==> src/rtl/i2c_arb_pkg.sv <==
package i2c_arb_pkg;
  typedef enum logic [2:0] {
    ST_IDLE, ST_HOLD, ST_START, ST_STOP, ST_DATA, ST_MACK
  } mst_state_e;

  localparam int unsigned PEND_START  = 0;
  localparam int unsigned PEND_RSTART = 1;
  localparam int unsigned PEND_STOP   = 2;
  localparam int unsigned PEND_ACK    = 3;
  localparam int unsigned PEND_W      = 4;
endpackage

==> src/rtl/i2c_line_mon.sv <==
module i2c_line_mon #(
  parameter int unsigned SYNC_N = 2
) (
  input  logic clk_i,
  input  logic rst_ni,
  input  logic scl_i,
  input  logic sda_i,
  input  logic irq_clr_i,
  output logic scl_s_o,
  output logic sda_s_o,
  output logic start_seen_o,
  output logic stop_seen_o,
  output logic bus_free_o,
  output logic stop_irq_o
);
  logic [SYNC_N-1:0] scl_ff, sda_ff;
  logic scl_p, sda_p, start_det, stop_det;
  logic start_q, stop_q, irq_q;

  always_ff @(posedge clk_i or negedge rst_ni) begin
    if (!rst_ni) begin
      scl_ff <= '1;
      sda_ff <= '1;
      scl_p  <= 1'b1;
      sda_p  <= 1'b1;
    end else begin
      scl_ff <= {scl_ff[SYNC_N-2:0], scl_i};
      sda_ff <= {sda_ff[SYNC_N-2:0], sda_i};
      scl_p  <= scl_ff[SYNC_N-1];
      sda_p  <= sda_ff[SYNC_N-1];
    end
  end

  assign scl_s_o = scl_ff[SYNC_N-1];
  assign sda_s_o = sda_ff[SYNC_N-1];

  // conditions only count with SCL high on both samples
  assign start_det = scl_p & scl_s_o & sda_p & ~sda_s_o;
  assign stop_det  = scl_p & scl_s_o & ~sda_p & sda_s_o;

  always_ff @(posedge clk_i or negedge rst_ni) begin
    if (!rst_ni) begin
      start_q <= 1'b0;
      stop_q  <= 1'b0;
      irq_q   <= 1'b0;
    end else begin
      if (start_det) begin
        start_q <= 1'b1;
        stop_q  <= 1'b0;
      end else if (stop_det) begin
        start_q <= 1'b0;
        stop_q  <= 1'b1;
      end
      if (stop_det)       irq_q <= 1'b1;
      else if (irq_clr_i) irq_q <= 1'b0;
    end
  end

  assign start_seen_o = start_q;
  assign stop_seen_o  = stop_q;
  assign stop_irq_o   = irq_q;
  assign bus_free_o   = stop_q | (~start_q & ~stop_q);
endmodule

==> src/rtl/i2c_qtr_gen.sv <==
module i2c_qtr_gen #(
  parameter int unsigned DIV_W = 8
) (
  input  logic             clk_i,
  input  logic             rst_ni,
  input  logic             en_i,
  input  logic [DIV_W-1:0] div_i,
  output logic             tick_o
);
  logic [DIV_W-1:0] cnt_q;

  always_ff @(posedge clk_i or negedge rst_ni) begin
    if (!rst_ni)            cnt_q <= '0;
    else if (!en_i)         cnt_q <= div_i;
    else if (cnt_q == '0)   cnt_q <= div_i;
    else                    cnt_q <= cnt_q - DIV_W'(1);
  end

  assign tick_o = en_i && (cnt_q == '0);
endmodule

==> src/rtl/i2c_arb_master.sv <==
module i2c_arb_master
  import i2c_arb_pkg::*;
#(
  parameter int unsigned DIV_W  = 8,
  parameter int unsigned DATA_W = 8,
  parameter int unsigned SYNC_N = 2
) (
  input  logic              clk_i,
  input  logic              rst_ni,
  input  logic [DIV_W-1:0]  qtr_div_i,
  input  logic              scl_i,
  input  logic              sda_i,
  output logic              scl_oe_o,
  output logic              sda_oe_o,
  input  logic              wr_i,
  input  logic [DATA_W-1:0] wdata_i,
  output logic              buf_full_o,
  input  logic              start_i,
  input  logic              rstart_i,
  input  logic              stop_i,
  input  logic              ack_i,
  input  logic              ack_val_i,
  output logic [3:0]        pend_o,
  output logic              ack_o,
  output logic              bcol_o,
  input  logic              bcol_clr_i,
  output logic              start_seen_o,
  output logic              stop_seen_o,
  output logic              bus_free_o,
  output logic              stop_irq_o,
  input  logic              irq_clr_i
);
  localparam int unsigned CNT_W = $clog2(DATA_W + 1);
  localparam logic [CNT_W-1:0] LAST_SLOT = CNT_W'(DATA_W);

  mst_state_e        state_q;
  logic [1:0]        qph_q;
  logic [CNT_W-1:0]  bit_q;
  logic [DATA_W-1:0] sr_q, buf_q;
  logic              buf_full_q, rs_q, ackv_q, hold_low_q, ack_q, bcol_q;
  logic [PEND_W-1:0] pend_q;

  logic scl_s, sda_s, tick, run, qend2, qend3, lost, start_ok, tx_bit;
  logic scl_drv, sda_drv;

  i2c_line_mon #(.SYNC_N(SYNC_N)) u_mon (
    .clk_i, .rst_ni, .scl_i, .sda_i, .irq_clr_i,
    .scl_s_o(scl_s), .sda_s_o(sda_s),
    .start_seen_o, .stop_seen_o, .bus_free_o, .stop_irq_o
  );

  assign run = (state_q == ST_START) || (state_q == ST_STOP) ||
               (state_q == ST_DATA)  || (state_q == ST_MACK);

  i2c_qtr_gen #(.DIV_W(DIV_W)) u_qtr (
    .clk_i, .rst_ni, .en_i(run), .div_i(qtr_div_i), .tick_o(tick)
  );

  assign qend2 = tick && (qph_q == 2'd2);
  assign qend3 = tick && (qph_q == 2'd3);

  // quarters 0,1: SCL low; 2,3: SCL released
  always_comb begin
    scl_drv = 1'b0;
    sda_drv = 1'b0;
    tx_bit  = 1'b1;
    unique case (state_q)
      ST_HOLD: begin
        scl_drv = 1'b1;
        sda_drv = hold_low_q;
      end
      ST_START: begin
        scl_drv = (qph_q == 2'd0) && rs_q;
        sda_drv = (qph_q == 2'd3);
      end
      ST_STOP: begin
        scl_drv = (qph_q == 2'd0);
        sda_drv = (qph_q != 2'd3);
      end
      ST_DATA: begin
        tx_bit  = (bit_q == LAST_SLOT) ? 1'b1 : sr_q[DATA_W-1];
        scl_drv = !qph_q[1];
        sda_drv = !tx_bit;
      end
      ST_MACK: begin
        tx_bit  = ackv_q;
        scl_drv = !qph_q[1];
        sda_drv = !tx_bit;
      end
      default: ;
    endcase
  end

  assign lost = (qend2 && !sda_s &&
                  ((state_q == ST_START) ||
                   (state_q == ST_DATA && bit_q != LAST_SLOT && tx_bit) ||
                   (state_q == ST_MACK && tx_bit))) ||
                (qend3 && !sda_s && state_q == ST_STOP);

  assign start_ok = bus_free_o && scl_s && sda_s;

  always_ff @(posedge clk_i or negedge rst_ni) begin
    if (!rst_ni) begin
      state_q    <= ST_IDLE;
      qph_q      <= '0;
      bit_q      <= '0;
      sr_q       <= '0;
      buf_q      <= '0;
      buf_full_q <= 1'b0;
      rs_q       <= 1'b0;
      ackv_q     <= 1'b1;
      hold_low_q <= 1'b0;
      pend_q     <= '0;
      ack_q      <= 1'b1;
      bcol_q     <= 1'b0;
    end else begin
      if (tick)       qph_q  <= qph_q + 2'd1;
      if (bcol_clr_i) bcol_q <= 1'b0;
      unique case (state_q)
        ST_IDLE: begin
          qph_q <= '0;
          if (start_i) begin
            if (start_ok) begin
              state_q            <= ST_START;
              rs_q               <= 1'b0;
              pend_q[PEND_START] <= 1'b1;
            end else begin
              bcol_q <= 1'b1;
            end
          end
        end
        ST_HOLD: begin
          qph_q <= '0;
          if (rstart_i) begin
            state_q             <= ST_START;
            rs_q                <= 1'b1;
            pend_q[PEND_RSTART] <= 1'b1;
          end else if (stop_i) begin
            state_q           <= ST_STOP;
            pend_q[PEND_STOP] <= 1'b1;
          end else if (ack_i) begin
            state_q          <= ST_MACK;
            ackv_q           <= ack_val_i;
            pend_q[PEND_ACK] <= 1'b1;
          end else if (buf_full_q) begin
            state_q <= ST_DATA;
            sr_q    <= buf_q;
            bit_q   <= '0;
          end
        end
        ST_START: if (qend3) begin
          state_q             <= ST_HOLD;
          hold_low_q          <= 1'b1;
          pend_q[PEND_START]  <= 1'b0;
          pend_q[PEND_RSTART] <= 1'b0;
        end
        ST_STOP: if (qend3) begin
          state_q           <= ST_IDLE;
          pend_q[PEND_STOP] <= 1'b0;
        end
        ST_DATA: begin
          if (qend2 && bit_q == LAST_SLOT) ack_q <= sda_s;
          if (qend3) begin
            if (bit_q == LAST_SLOT) begin
              state_q    <= ST_HOLD;
              hold_low_q <= 1'b0;
              buf_full_q <= 1'b0;
            end else begin
              bit_q <= bit_q + CNT_W'(1);
              sr_q  <= {sr_q[DATA_W-2:0], 1'b0};
            end
          end
        end
        ST_MACK: if (qend3) begin
          state_q          <= ST_HOLD;
          hold_low_q       <= !ackv_q;
          pend_q[PEND_ACK] <= 1'b0;
        end
        default: state_q <= ST_IDLE;
      endcase
      if (lost) begin
        state_q    <= ST_IDLE;
        qph_q      <= '0;
        pend_q     <= '0;
        buf_full_q <= 1'b0;
        bcol_q     <= 1'b1;
      end
      if (wr_i && !buf_full_q) begin
        buf_q      <= wdata_i;
        buf_full_q <= 1'b1;
      end
    end
  end

  assign scl_oe_o   = scl_drv;
  assign sda_oe_o   = sda_drv;
  assign buf_full_o = buf_full_q;
  assign pend_o     = pend_q;
  assign ack_o      = ack_q;
  assign bcol_o     = bcol_q;
endmodule

==> config.mk <==
export PLATFORM = sky130hd
export DESIGN_NAME = i2c_arb_master
export DESIGN_NICKNAME = d
export VERILOG_FILES = /design/src/rtl/i2c_arb_pkg.sv /design/src/rtl/i2c_line_mon.sv /design/src/rtl/i2c_qtr_gen.sv /design/src/rtl/i2c_arb_master.sv
export SDC_FILE = /design/constraint.sdc
export NUM_CORES = 1
export LEC_CHECK = 0
export BUFFER_PORTS_ARGS = -buffer_cell sky130_fd_sc_hd__buf_2
export CORE_MARGIN = 5
export CORE_UTILIZATION = 56
export CTS_CLUSTER_SIZE = 20
export DETAILED_ROUTE_END_ITERATION = 6
export PLACE_DENSITY_LB_ADDON = 0.25
export SLEW_MARGIN = 20
export SYNTH_ARGS = -nofsm -noshare
export SYNTH_HDL_FRONTEND = slang
export SYNTH_SLANG_ARGS = --single-unit
==> constraint.sdc <==
create_clock -name clk_i -period 4 [get_ports clk_i]
set_input_delay 0.2 -clock clk_i [delete_from_list [all_inputs] [get_ports clk_i]]
set_output_delay 0.2 -clock clk_i [all_outputs]
set_load 0.01 [all_outputs]
Yosys cells after proc, flatten, opt, wreduce, memory -nomap -nowiden --
Cells that the tools add are included.
Operators by class: multiplexer cells 71, bitwise logic cells 13, add/subtract/negate cells 3, divide/modulo/power cells 0, shift-type cells 0, reduce and logical (&&, ||, !) cells 56, order comparisons 0, equality and inequality tests 36, multipliers 0
Operators by type and width (number):
- $mux 8 | 8
- $ne 3x3->1 const B | 12
- $mux 3 | 11
- $mux 1 | 28
- $mux 4 | 7
- $reduce_bool 3->1 | 9
- $ne 2x2->1 const B | 13
- $pmux 8 s2 | 1
- $reduce_and 4->1 | 4
- $logic_and 1x1->1 | 15
- $pmux 3 s5 | 1
- $reduce_and 7->1 | 2
- $pmux 1 s2 | 6
- $mux 2 | 5
- $reduce_and 5->1 | 2
- $logic_not 8->1 | 1
- $pmux 4 s2 | 1
- $reduce_bool 2->1 | 4
- $sub 8x1->8 const B | 1
- $and 1x1->1 | 6
- $eq 3x2->1 const B | 2
- $eq 3x3->1 const B | 2
- $logic_or 1x1->1 | 6
- $ne 6x6->1 const B | 1
- other kinds (18) | 31
Storage, ports and cells: memories kept 0, bits in latches 0, output and inout bits 13, register bits after elaboration 52, ROM bits 0, memory bits (writable) 0

Depth between registers and ports, before layout --
Gate-level depths: netlist (run 1).
depth after elaboration 11, gate-level depth with buffers 9

Hierarchy --
From an unflattened synthesis (run 1), not the netlist that was laid out.
Unflattened totals: cells, all modules 246, area total of the unflattened synthesis 2586.2 um^2
Modules (own cells, without submodules):
- i2c_arb_master | times used 1, area an instance 1825.5 um^2, cells an instance 178, seq. area each 878.3 um^2
- i2c_qtr_gen | times used 1, area an instance 471.7 um^2, cells an instance 48, seq. area each 200.2 um^2
- i2c_line_mon | times used 1, area an instance 289.0 um^2, cells an instance 20, seq. area each 232.7 um^2

Least setup slack after synthesis (run 1) --
No wires, ideal clock.
path kind flip-flop to flip-flop, from reg state_q[1], to reg bcol_q (netlist: bcol_o), arrival time 2.228 ns, path slack 1.646 ns, data required time 3.874 ns, cell stages (with the launch flop) 10, cell sequence dfrtp_1 > buf_2 > inv_1 > ha_1 > and4bb_4 > and2_1 > buf_4 > a32oi_2 > o31ai_2 > a221o_1
On the way: word-level cells in the longest chain between the ends 10
RTL lines:
- start: declaration | RTL line i2c_arb_master.sv:36 | mst_state_e state_q;
- start signal: assignment | RTL line i2c_arb_master.sv:104 | state_q <= ST_IDLE;
- start signal: assignment | RTL line i2c_arb_master.sv:124 | state_q <= ST_START;
- start signal: assignment | RTL line i2c_arb_master.sv:135 | state_q <= ST_START;
- $eq 3x2->1, on equally long branches | RTL line i2c_arb_master.sv:52, i2c_arb_master.sv:95, i2c_arb_master.sv:98
- $logic_or 1x1->1 (2 in series) | RTL line i2c_arb_master.sv:52 | assign run = (state_q == ST_START) || (state_q == ST_STOP) ||
- $logic_or 1x1->1 | RTL line i2c_arb_master.sv:53 | (state_q == ST_DATA) || (state_q == ST_MACK);
- $logic_and 1x1->1 | RTL line i2c_qtr_gen.sv:19 | assign tick_o = en_i && (cnt_q == '0);
- $logic_and 1x1->1, on equally long branches | RTL line i2c_arb_master.sv:59, i2c_arb_master.sv:60
- $logic_and 1x1->1, on equally long branches (2 in series) | RTL line i2c_arb_master.sv:94, i2c_arb_master.sv:98
- $logic_or 1x1->1 | RTL line i2c_arb_master.sv:97 | (state_q == ST_MACK && tx_bit))) ||
- $mux 1 * | RTL line i2c_arb_master.sv:181 | if (lost) begin
- end signal: assignment | RTL line i2c_arb_master.sv:115 | bcol_q <= 1'b0;
- end signal: assignment | RTL line i2c_arb_master.sv:118 | if (bcol_clr_i) bcol_q <= 1'b0;
- end signal: assignment | RTL line i2c_arb_master.sv:186 | bcol_q <= 1'b1;
- end: declaration | RTL line i2c_arb_master.sv:40 | logic buf_full_q, rs_q, ackv_q, hold_low_q, ack_q, bcol_q;
Mark *: on every way between the ends. The rest lies on a longest branch, timed or not. A chain may end at the register's enable or synchronous reset.

Worst setup path in the final report (run 1) --
from reg state_q[1], to reg state_q[0]
On the way: word-level cells in the longest chain between the ends 11
RTL lines (RTL line):
- $eq 3x2->1, on equally long branches
- $logic_or 1x1->1 (2 in series) | i2c_arb_master.sv:52
- $logic_or 1x1->1 | i2c_arb_master.sv:53
- $logic_and 1x1->1 | i2c_qtr_gen.sv:19
- $logic_and 1x1->1, on equally long branches | i2c_arb_master.sv:59, i2c_arb_master.sv:60
- $logic_and 1x1->1, on equally long branches (2 in series) | i2c_arb_master.sv:94, i2c_arb_master.sv:98
- $logic_or 1x1->1 | i2c_arb_master.sv:97
- $ne 6x6->1 (no line), or another cell as far along
- $reduce_and 7->1 (no line)
Several ways; a longest one is shown, not always the timed one.

==> results of run 1 <==
## cells in the mapped netlist (all sizes together) (3+ instances only)
| cell | instances | area share (%) |
|---|---|---|
| nand2b | 3 | 0.68 |
| dfrtp | 44 | 40 |
| and2 | 3 | 0.68 |
| nor3 | 6 | 1.1 |
| nor4b | 3 | 1.2 |
| ha | 9 | 4.1 |
| a31oi | 10 | 2.3 |
| nor2b | 4 | 0.90 |
| a21oi | 9 | 1.6 |
| buf | 6 | 1.2 |
| nor2 | 20 | 2.8 |
| xnor2 | 6 | 1.9 |
| mux2 | 10 | 4.1 |
| o211ai | 3 | 0.81 |
| nand2 | 37 | 5.0 |
| clkbuf | 5 | 0.68 |
| nand3 | 8 | 1.9 |
| inv | 13 | 1.8 |
| nand4 | 3 | 0.68 |
| dfstp | 8 | 7.6 |
| o21ai | 23 | 4.1 |
| xor2 | 4 | 1.3 |
## power by group through the flow
stage	logic [uW]	clock network, uW	registers (uW)
final	783	300	877
after global routing	904	332	904
after CTS	789	311	875
after detailed placement	787	0	883
after global placement	767	0	874
after floorplan	647	0	814
## stage by stage
stage	hold WS, ps	utilization (%)	power (uW)
4_1_cts	24.4	65.8	1980
3_5_place_dp	306	63.4	1670
5_1_grt	67.3	65.8	2140
2_1_floorplan	-95.6	-	1460
6_report	-11.7	65.8	1960
3_3_place_gp	305	63.4	1640
## critical path, cell delays in order (launching register included)
cell      delay [ps]
dfrtp_1          620
inv_1            190
ha_1             370
and4bb_4         250
and2_1           240
a32oi_2          380
a21boi_1         390
o31ai_1          130
## sequential cells by signal, summed over array words and instances, names as in the netlist, 2 cells and up
signal	cells
state_q	3
bit_q	4
pend_o	4
buf_q	8
qph_q	2
u_mon.scl_ff	2
u_qtr.cnt_q	8
sr_q	8
u_mon.sda_ff	2
## worst max-delay path by stage
stage / start / to / slack [ps] / depth (start not counted)
CTS: state_q[1]$_DFFE_PN0P_ / bcol_o$_DFF_PN0_ / 1310 / 7
global route: state_q[1]$_DFFE_PN0P_ / pend_o[0]$_DFFE_PN0P_ / 1090 / 7
global placement: state_q[1]$_DFFE_PN0P_ / bcol_o$_DFF_PN0_ / 1450 / 7
detailed placement: state_q[1]$_DFFE_PN0P_ / bcol_o$_DFF_PN0_ / 1330 / 7
floorplan: state_q[1]$_DFFE_PN0P_ / bcol_o$_DFF_PN0_ / 1650 / 9
finish: state_q[1]$_DFFE_PN0P_ / state_q[0]$_DFFE_PN0P_ / 1290 / 7
## layer usage
metal	vias up	wire length, microns	track usage [%]
li1	1077	-	-
met1	1043	2620	27.3
met2	54	2670	31.7
met3	2	288	2.69
met4	0	35	6.42
met5	-	0	0
## layout make-up
| type | instances | area [sq um] |
|---|---|---|
| fillers | 406 | 1630 |
| multi-input cells | 202 | 1360 |
| flip-flops and latches | 52 | 1310 |
| repair buffers | 43 | 228 |
| well taps | 67 | 83.8 |
| clock buffers | 6 | 82.6 |
| inverters | 13 | 48.8 |
| clock inverters | 2 | 10.0 |
## logic make-up after synthesis
family          count (synthesis)  share of synthesized area, %
mux                            10                          4.06
fa+ha+maj                       9                          4.06
buf+inv                        24                          3.65
simple gates                  104                          20.8
xor+xnor                       10                          3.15
compound gates                 69                          17.0
flops                          52                          47.2
## layout by cell type (no fill, tap or decap), types with 7 or more instances in the layout
cell     Yosys  layout
mux2_2      10      10
inv_1       13      13
dfstp_2      8       8
nor2_1      19      19
a31oi_1     10      10
dfrtp_1     44      44
buf_2        3      40
nand2_1     37      37
a21oi_1      9       9
o21ai_0     19      19
ha_1         9       9
nand3_1      7       7
==> reports/metrics.yaml, run 1 <==
yosys:
  async_reset_ff_share_pct: 100
  synth_edf_count: 0
  yosys.cell_types.count: 61
  ys_ff_latch: 52
  yosysWarnings: 0
  syn-num-nets: 315
  avgSynthCellArea_sq_um: 9.99
  ys_seq_area_share_pct: 47.2
  syn_area_sq_um: 2780
  syn_inst: 278
  ys.flop_type: "dfrtp_1"
placed_design:
  dp_slack_ps: 1330
  dp.cells: 375
  gp_congestion: 0.896
  place_area_sq_um: 3020
  port-buffer-count: 40
  post-dp-hpwl_microns: 4060
timing:
  timing.fmax_ghz: 0.370
  period_share_pct: 67.6
  setup_tns_ps: 0
  min_period_ps: 2710
  rsz0062_at_grt: "false"
  hold_slack_ps: -11.7
  fin_ws_ps: 1290
  finalMaxSlewViolations: 0
  finalHoldViolCount: 6
  finClkSkew_ps: 7.26
  tightestPinTransition_ps: 857
  slew_headroom_pct: 42.7
  setup_violations: 0
setup_path:
  required_ps: 4160
  r2r-start: "state_q[1]$_DFFE_PN0P_"
  start_kind: "flop"
  crit_fanout: 15
  reg2regPathDepth: 7
  rr_endpoint: "state_q[0]$_DFFE_PN0P_"
  r2r_slack_ps: 1290
  end_kind: "flop"
  critPathKind: "flop to flop"
  critPathArrivalTime_ps: 2870
pwr:
  powerDensity_nw_per_um2: 627
  seqPwrFrac_pct: 44.7
  p_sw_uw: 792
  switching_share_pct: 40.4
  p_leak_uw: 0.00135
  clockPowerShare_pct: 15.3
  p_comb_share_pct: 39.9
  irDropWorstVdd_mv: 0.274
  p_int_uw: 1170
clock_tree:
  htree_levels: 2
  post-cts-setup-buffer-count: 0
  cts.clk_slew.worst_paths_ps: 90
  cts_tree: "built"
  numCtsBuffers: 5
  cts_max_path_buffers: 2
  clock_sinks: 52
  post_cts_resized: 0
  cts_hold_buf: 2
  root_buffer: "clkbuf_8"
  clk-insertion-delay-late_ps: 300
finish:
  drive_gt1_share_pct: 24.5
  antenna_cells: 0
  nNetsFinal: 354
  synthToLayoutAreaGrowth_pct: 12.7
  fin_cells: 385
  final_cell_area_sq_um: 3130
routing:
  antenna_left: 0
  vias: 2176
  wl_microns: 5620
  firstDrtPassIters: 4
  first_iter_violations: 128
  wl_per_cell_microns: 14.6
  drc: 0
  avgViaCountPerCell: 5.65
flow_run:
  max-cap-violations: 0
floorplan:
  die_y_microns: 80.4
  start_util_pct: 58.4
  io_pins: 41
  fp.coreArea_sq_um: 4750
  num_rows: 25
  die_area_sq_um: 6470
  die_w_microns: 80.4
global_route:
  antenna_found_initial: 0
  grt_pass1_vias: 2186
  gr-usage-all-layers_pct: 19.7
  grt_pass1_wl_microns: 10100
  grt_max_degree: 53
  grt-ovfl-total: 0
outcome:
  violations: "hold timing"
  status: "finished with violations"
hold_path:
  hp-class: "input port to asynchronous set/reset pin"
Power figures use the tool's default switching activity.
==> run 2, diff against run 1 <==
==> constraint.sdc (replaced) <==
create_clock -name clk_i -period 2.78 [get_ports clk_i]
set_input_delay 0.139 -clock clk_i [delete_from_list [all_inputs] [get_ports clk_i]]
set_output_delay 0.139 -clock clk_i [all_outputs]
set_load 0.01 [all_outputs]
==> run 2 against run 1 <==
  * Clock-buffer cell count is the same
  * Sequential cell count is the same
  * Largest cell class unchanged
  * Wire length grew 6.3%
  * The run now ends clean
==> reports/metrics.yaml, run 2 (synthesis gave the netlist of run 1 again) <==
routing:
  drc: 0
  firstDrtPassIters: 4
  wl_microns: 5970
  avgViaCountPerCell: 5.69
  vias: 2224
  first_iter_violations: 258
  antenna_left: 0
  wl_per_cell_microns: 15.3
floorplan:
  start_util_pct: 58.4
  fp.coreArea_sq_um: 4750
  num_rows: 25
  die_w_microns: 80.4
  die_area_sq_um: 6470
  io_pins: 41
  die_y_microns: 80.4
finish:
  synthToLayoutAreaGrowth_pct: 15.1
  antenna_cells: 0
  nNetsFinal: 360
  drive_gt1_share_pct: 25.3
  final_cell_mix: "dfrtp_1, buf_2, nand2_1, nor2_1, o21ai_0"
  top_regs: "buf_q (8), sr_q (8), u_qtr.cnt_q (8)"
  layout_commonest_cell: "dfrtp_1"
global_route:
  gr-usage-all-layers_pct: 20.6
  grt_pass1_vias: 2168
  grt-ovfl-total: 0
  grt_pass1_wl_microns: 10300
  antenna_found_initial: 0
  grt_max_degree: 36
flow_run:
  max-cap-violations: 0
clock_tree:
  cts_max_path_buffers: 2
  cts.clk_slew.worst_paths_ps: 100
  post-cts-setup-buffer-count: 0
  root_buffer: "clkbuf_8"
  htree_levels: 2
  post_cts_resized: 0
  clk-insertion-delay-late_ps: 310
  clock_sinks: 52
  cts_tree: "built"
  cts_hold_buf: 3
  numCtsBuffers: 5
setup_path:
  slowest_delay_ps: 570
  cp_num_buf_inv: 2
  critPathArrivalTime_ps: 2250
  critPathSlowestCell: "or3b_1"
  required_ps: 2640
  critPathKind: "flop to primary output"
  crit_fanout: 14
  critPathTopFamily: "simple AND/OR/NAND/NOR gates"
  end_kind: "primary output"
  start_kind: "flop"
  cp_cell_sequence: "buf_4 -> or3b_1 -> nor2_2 -> o2bb2ai_1 -> o22a_1 -> buf_2"
timing:
  tightestPinTransition_ps: 785
  timing.fmax_ghz: 0.419
  setup_tns_ps: 0
  finalHoldViolCount: 0
  rsz0062_at_grt: "false"
  setup_violations: 0
  period_share_pct: 85.9
  finalMaxSlewViolations: 0
  fin_ws_ps: 393
  finClkSkew_ps: 6.97
  min_period_ps: 2390
  slew_headroom_pct: 47.5
hold_path:
  hp-class: "input port to flop"
pwr:
  powerDensity_nw_per_um2: 938
  irDropWorstVdd_mv: 0.575
  p_leak_uw: 0.00139
placed_design:
  port-buffer-count: 40
  dp_slack_ps: 477
  gp_congestion: 0.987
  post-dp-hpwl_microns: 4320
outcome:
  status: "complete, no violations"
==> run 2: where the power goes <==
| part | switching (uW) | internal, uW |
|---|---|---|
| combinational | 753 | 526 |
| sequential | 195 | 997 |
| clock | 255 | 272 |
==> run 2: final timing paths <==
check                                          start                      endpoint  slack [ps]  cells past startpoint
hold reg to reg            u_mon.sda_ff[0]$_DFF_PN1_     u_mon.sda_ff[1]$_DFF_PN1_         360                      0
min in group asynchronous                     rst_ni              bcol_o$_DFF_PN0_         290                      2
setup reg to reg              state_q[1]$_DFFE_PN0P_              bcol_o$_DFF_PN0_         410                      7
hold / removal                             irq_clr_i  u_mon.stop_irq_o$_DFFE_PN0P_          20                      2
max in group asynchronous                     rst_ni     u_mon.sda_ff[0]$_DFF_PN1_        1680                      3
setup / recovery              state_q[1]$_DFFE_PN0P_                      sda_oe_o         390                      6
==> run 2: through the flow <==
| step | hold WS, ps | power, uW | utilization [%] | cells | instance area, sq um |
|---|---|---|---|---|---|
| 3_5_place_dp | 99.1 | 2460 | 64.2 | 380 | 3050 |
| 6_report | 15.6 | 3000 | 67.2 | 391 | 3190 |
| 4_1_cts | 19.0 | 3000 | 67.2 | 391 | 3190 |
| 5_1_grt | 28.4 | 3220 | 67.2 | 391 | 3190 |
| 2_1_floorplan | -157 | 2100 | - | 278 | 2780 |
| 3_3_place_gp | 102 | 2420 | 64.2 | 380 | 3050 |
==> run 2: area by class of cell <==
cell class,count,area [sq um]
tap,67,83.8
clock buffer,6,72.6
sequential,52,1310
clock inverter,2,38.8
multi-input combinational,202,1360
inverter,13,48.8
fill,410,1560
timing repair buffer,49,275
==> run 2: worst reg2reg max path, cell delays in order, from the launching register on <==
cell and delay (ps):
dfrtp_1 410, inv_1 150, ha_1 290, and4bb_4 250
and2_1 230, a32oi_2 380, o31ai_2 250, a221o_1 300
==> run 2: layer usage <==
metal  wire length [microns]  track usage, %
met1                    2690            27.3
met2                    2820            33.7
met3                     364            4.37
met4                     104            6.59
met5                       0               0
